<file path="src/rtl/alu_pkg.sv">
package alu_pkg;
  localparam int DW = 8;
  localparam int NW = DW / 2;

  typedef enum logic [2:0] {
    OP_NOP = 3'd0,
    OP_ADD = 3'd1,
    OP_ADC = 3'd2,
    OP_SUB = 3'd3,
    OP_SBC = 3'd4,
    OP_CMP = 3'd5,
    OP_DA  = 3'd6,
    OP_RSV = 3'd7
  } op_e;

  localparam int FC = 7;
  localparam int FZ = 6;
  localparam int FS = 5;
  localparam int FV = 4;
  localparam int FD = 3;
  localparam int FH = 2;
endpackage

</file>
<file path="src/rtl/arith_core.sv">
module arith_core
  import alu_pkg::*;
(
  input  logic [DW-1:0] a_i,
  input  logic [DW-1:0] b_i,
  input  logic          cin_i,
  input  logic          sub_i,
  output logic [DW-1:0] sum_o,
  output logic          c_o,
  output logic          h_o,
  output logic          v_o
);
  logic [DW-1:0] b_eff;
  logic          c_eff;
  logic          c_raw;
  logic          h_raw;
  logic [NW-1:0] lo_unused;

  // subtraction as a + ~b + ~borrow
  assign b_eff = sub_i ? ~b_i : b_i;
  assign c_eff = sub_i ? ~cin_i : cin_i;
  assign {c_raw, sum_o} = {1'b0, a_i} + {1'b0, b_eff} + {{DW{1'b0}}, c_eff};
  assign {h_raw, lo_unused} = {1'b0, a_i[NW-1:0]} + {1'b0, b_eff[NW-1:0]} + {{NW{1'b0}}, c_eff};
  assign c_o = sub_i ? ~c_raw : c_raw;
  assign h_o = sub_i ? ~h_raw : h_raw;
  assign v_o = (a_i[DW-1] == b_eff[DW-1]) && (sum_o[DW-1] != a_i[DW-1]);
endmodule

</file>
<file path="src/rtl/bcd_adjust.sv">
module bcd_adjust
  import alu_pkg::*;
(
  input  logic [DW-1:0] a_i,
  input  logic          d_i,
  input  logic          h_i,
  input  logic          c_i,
  output logic [DW-1:0] res_o,
  output logic          c_o
);
  logic          lo_fix;
  logic          hi_fix;
  logic [DW-1:0] corr;

  always_comb begin
    if (!d_i) begin
      lo_fix = h_i || (a_i[NW-1:0] > 4'd9);
      hi_fix = c_i || (a_i > 8'h99);
    end else begin
      lo_fix = h_i;
      hi_fix = c_i;
    end
    corr  = {(hi_fix ? 4'h6 : 4'h0), (lo_fix ? 4'h6 : 4'h0)};
    res_o = d_i ? (a_i - corr) : (a_i + corr);
    c_o   = d_i ? c_i : hi_fix;
  end
endmodule

</file>
<file path="src/rtl/alu_flag_unit.sv">
module alu_flag_unit
  import alu_pkg::*;
(
  input  logic          clk_i,
  input  logic          rst_ni,
  input  logic [2:0]    op_i,
  input  logic [DW-1:0] a_i,
  input  logic [DW-1:0] b_i,
  output logic [DW-1:0] result_o,
  output logic [DW-1:0] flags_o
);
  op_e           op;
  logic [DW-1:0] flags_q, flags_d;
  logic          is_add, is_sub, use_cin;
  logic [DW-1:0] ar_sum, da_res;
  logic          ar_c, ar_h, ar_v, da_c;

  assign op      = op_e'(op_i);
  assign is_add  = (op == OP_ADD) || (op == OP_ADC);
  assign is_sub  = (op == OP_SUB) || (op == OP_SBC) || (op == OP_CMP);
  assign use_cin = (op == OP_ADC) || (op == OP_SBC);

  arith_core u_arith (
    .a_i   (a_i),
    .b_i   (b_i),
    .cin_i (use_cin & flags_q[FC]),
    .sub_i (is_sub),
    .sum_o (ar_sum),
    .c_o   (ar_c),
    .h_o   (ar_h),
    .v_o   (ar_v)
  );

  bcd_adjust u_bcd (
    .a_i   (a_i),
    .d_i   (flags_q[FD]),
    .h_i   (flags_q[FH]),
    .c_i   (flags_q[FC]),
    .res_o (da_res),
    .c_o   (da_c)
  );

  logic [DW-1:0] flag_src;

  always_comb begin
    result_o = a_i;
    flag_src = a_i;
    flags_d  = flags_q;
    if (is_add || is_sub) begin
      flag_src = ar_sum;
      if (op != OP_CMP) result_o = ar_sum;
      flags_d[FC] = ar_c;
      flags_d[FV] = ar_v;
      flags_d[FH] = ar_h;
      flags_d[FD] = is_sub;
    end else if (op == OP_DA) begin
      result_o    = da_res;
      flag_src    = da_res;
      flags_d[FC] = da_c;
    end
    if (is_add || is_sub || op == OP_DA) begin
      flags_d[FZ] = (flag_src == '0);
      flags_d[FS] = flag_src[DW-1];
    end
    flags_d[1:0] = 2'b00;
  end

  always_ff @(posedge clk_i or negedge rst_ni) begin
    if (!rst_ni) flags_q <= '0;
    else         flags_q <= flags_d;
  end

  assign flags_o = flags_q;


  d_flag_chk: assert property (@(posedge clk_i) disable iff (!rst_ni)
    (is_add || is_sub) |=> (flags_o[FD] == $past(is_sub)));

  zero_flag_chk: assert property (@(posedge clk_i) disable iff (!rst_ni)
    (is_add || (is_sub && op != OP_CMP) || op == OP_DA) |=> (flags_o[FZ] == ($past(result_o) == '0)));

  sign_flag_chk: assert property (@(posedge clk_i) disable iff (!rst_ni)
    (is_add || (is_sub && op != OP_CMP) || op == OP_DA) |=> (flags_o[FS] == $past(result_o[DW-1])));

  idle_hold_chk: assert property (@(posedge clk_i) disable iff (!rst_ni)
    (op == OP_NOP || op == OP_RSV) |=> $stable(flags_o));

  da_sub_carry_chk: assert property (@(posedge clk_i) disable iff (!rst_ni)
    (op == OP_DA && flags_o[FD]) |=> $stable(flags_o[FC]));

  cmp_result_chk: assert property (@(posedge clk_i) disable iff (!rst_ni)
    (op == OP_CMP) |-> (result_o == a_i));
endmodule

</file>
<file path="config.mk">
export PLATFORM = sky130hd
export DESIGN_NAME = alu_flag_unit
export DESIGN_NICKNAME = d
export VERILOG_FILES = /design/src/rtl/alu_pkg.sv /design/src/rtl/arith_core.sv /design/src/rtl/bcd_adjust.sv /design/src/rtl/alu_flag_unit.sv
export SDC_FILE = /design/constraint.sdc
export NUM_CORES = 1
export LEC_CHECK = 0
export BUFFER_PORTS_ARGS = -buffer_cell sky130_fd_sc_hd__buf_2
export CAP_MARGIN = 20
export CELL_PAD_IN_SITES_DETAIL_PLACEMENT = 1
export CELL_PAD_IN_SITES_GLOBAL_PLACEMENT = 1
export CORE_MARGIN = 2
export CORE_UTILIZATION = 41
export CTS_BUF_LIST = sky130_fd_sc_hd__clkbuf_8
export DETAILED_ROUTE_END_ITERATION = 8
export GPL_TIMING_DRIVEN = 0
export PLACE_DENSITY = 0.81
export SETUP_SLACK_MARGIN = 0.4
export SYNTH_ARGS = -nofsm -noshare
export SYNTH_HDL_FRONTEND = slang
export SYNTH_SLANG_ARGS = --single-unit
</file>
<file path="constraint.sdc">
create_clock -name clk_i -period 4 [get_ports clk_i]
set_input_delay 0.4 -clock clk_i [delete_from_list [all_inputs] [get_ports clk_i]]
set_output_delay 0.4 -clock clk_i [all_outputs]
set_load 0.02 [all_outputs]
</file>
==> flow_summary.ini <==
[floorplanning]
die_x_um = 68.8
die_area_um2 = 4730
start_util_pct = 42.7
rows = 23
core_um2 = 4030
die-height_um = 68.8
ios = 37

[finish]
fin_cells = 330
design_area_um2 = 2300
diodes = 0
fillerInstances = 526
drive_gt1_share_pct = 37.1
syn_to_final_growth_pct = 34.1
fin_nets = 321
seq_area_um2 = 150
multi_input_comb_area_um2 = 1580
largest_reg_flops = 6

[timing]
post-route-period-util_pct = 88.2
timing.fmax_mhz = 284
worst_slack_ns = 0.473
worstMarginPinSlew_ns = 0.491
worst_clock_skew_ns = 0.000186
period_needed_ns = 3.53
setup_viol = 0
hold_viol_final = 0
slew_violations = 0
rsz0062_at_grt = yes
relSlewSlack_pct = 66.9
setup_tns_ns = 0
timing.hold.ws_ns = 0.478

[logic_synthesis]
syn_avg_cell_area_um2 = 7.54
yosys_warnings = 0
yosysUniqueCellTypes = 53
synthAdderAreaFrac_pct = 14.0
synth_seq_area_share_pct = 8.73
synth_area_leader_cell = ha_1
synthCells = 228
synth_top_flop_cell = dfrtp_1
ys_ff_latch = 6
synth_top_family_by_area = compound AO/OA/AOI/OAI gates
synth_mux_area_share_pct = 3.64
synth-edff-count = 0
synth_xor_xnor_area_share_pct = 12.2
synth_area_leaders = ha_1 12%, dfrtp_1 8.7%, xnor2_1 6.1%, nor2_1 5.7%, xor2_1 5.1%
synth_compound_area_share_pct = 33.9
synth-simple-area-share_pct = 19.3
yosys.area.top_type_share_pct = 11.6
async_flop_share_pct = 100
syn-cell-area_um2 = 1720

[routing]
drc = 0
wirelength_um = 6340
vias_per_cell = 5.90
drt_iter0_markers = 101
vias = 1948
first_pass_iters = 4
antenna_left = 0
wl_per_cell_um = 19.2

[place]
dp_worst_setup_slack_ns = -0.119
gp_congestion = 0.892
postPlaceCellArea_um2 = 1950
numPortBuffers = 32
dp.cells = 311
dpl.hpwl_um = 4450

[worst_setup_path]
crit_type = primary input to output port
cp-end-kind = output port
path_max_fanout = 9
crit_arrival_ns = 3.13
required_ns = 3.60
startpoint_type = primary input

[grt]
grt_max_degree = 11
grt_usage_pct = 25.3
first_global_vias = 1896
gr-total-overflow = 0
grt_pass1_wl_um = 8980
antenna_found_initial = 0

[clocking]
cts_root_buf = clkbuf_8
clockBufferDepth = 2
cts_tree = built
cts_buffers = 3
clock_latency_ns = 0.22
clock_sinks = 6
clk_pin_slew_ns = 0.04
h-tree-depth = 1

[run]
drv_cap = 0

[power]
ir_drop_mv = 0.291
power.density_nw_per_um2 = 403
p_leak_nw = 1.03

[worst_hold_path]
worst_hold_path_type = flop to flop

[outcome]
outcome = finished clean
critical path, cell delays in order:
cell	delay, ns
buf_4	0.15
clkinvlp_4	0.15
nor2_4	0.14
a21oi_2	0.08
buf_6	0.15
buf_4	0.14
xnor2_1	0.12
ha_1	0.32
nor2_1	0.08
nor3b_2	0.26
o22ai_4	0.13
xnor2_4	0.29
mux2i_1	0.13
a22o_1	0.26
a32oi_2	0.15
buf_4	0.17
cells by family after synthesis:
group / count (synthesis)
buffers and inverters: 28
other: 1
multiplexers: 6
AND/OR/NAND/NOR: 70
AO/OA/AOI/OAI: 76
adder cells (fa/ha/maj): 18
flip-flops: 6
XOR/XNOR: 23
final cells by class:
| type | instances | area share, % |
|---|---|---|
| Buffer | 17 | 5.81 |
| Multi-Input combinational cell | 195 | 68.5 |
| Tap cell | 50 | 2.71 |
| Inverter | 11 | 2.23 |
| Timing Repair Buffer | 48 | 12.5 |
| Sequential cell | 6 | 6.51 |
| Clock buffer | 3 | 1.79 |
per-layer routing:
metal,vias up,wire (um),GRT usage (%)
met1,952,2520,30.2
met5,-,0,0
li1,922,-,-
met3,12,242,1.79
met4,0,123,5.88
met2,62,3460,48.7
layout by cell type, fill, tap and decap left out, types with 3 or more instances in the layout:
| cell | count |
|---|---|
| o21a_1 | 3 |
| clkbuf_4 | 4 |
| nand2_1 | 20 |
| nor2_1 | 24 |
| xor2_1 | 10 |
| or3_4 | 3 |
| a21oi_1 | 13 |
| buf_6 | 3 |
| dfrtp_1 | 6 |
| a21o_1 | 3 |
| buf_2 | 32 |
| xnor2_1 | 10 |
| clkbuf_8 | 3 |
| nand3_1 | 4 |
| o21ai_1 | 7 |
| o21ai_0 | 11 |
| ha_1 | 15 |
| o22ai_1 | 6 |
| buf_4 | 22 |
| a211oi_2 | 4 |
| mux2i_1 | 3 |
| nand2b_1 | 3 |
| inv_1 | 8 |
| o211ai_1 | 6 |
| nor3_1 | 3 |
path summary, 6_finish.rpt:
check                                 from           to  slack (ns)  depth (start not counted)
max in group asynchronous           rst_ni   flags_o[5]        3.32                          2
worst max register to register  flags_o[7]   flags_o[6]        0.76                         13
worst min-delay path            flags_o[6]   flags_o[6]        0.48                          2
min in group asynchronous           rst_ni   flags_o[4]        0.54                          2
worst max-delay path               op_i[0]  result_o[7]        0.47                         16
worst min register to register  flags_o[6]   flags_o[6]        0.48                          2
synth_stat cells (all sizes together) (4+ instances only):
cell type and instances:
nor2 27, o22ai 7, xor2 10, xnor2 13, mux2i 4, dfrtp 6, o211ai 6, nand2 20
or3 4, nand3 4, buf 12, a21oi 15, inv 11, o21ai 19, clkbuf 5, ha 16
a211oi 4
through the flow:
stage / total power, mW / util, %
after floorplan: 0.552 / -
after global placement: 0.682 / 48.5
after detailed placement: 0.703 / 48.5
after CTS: 0.858 / 53.6
after global routing: 0.995 / 57.2
final: 0.930 / 57.2
repair_timing:
| item | CTS | global route |
|---|---|---|
| buffers inserted | 5 | 10 |
| hold buffers | 1 | 0 |
| resized for setup | 34 | 17 |
| hold endpoints to repair | 3 | 0 |
| setup endpoints to repair | 7 | 4 |
| pin swaps | 6 | 10 |
power breakdown:
group	switching, mW	internal, mW
Combinational	0.417	0.332
Sequential	0.0161	0.0738
Clock	0.0259	0.0646
No activity file was read; power rests on OpenSTA's default activity.
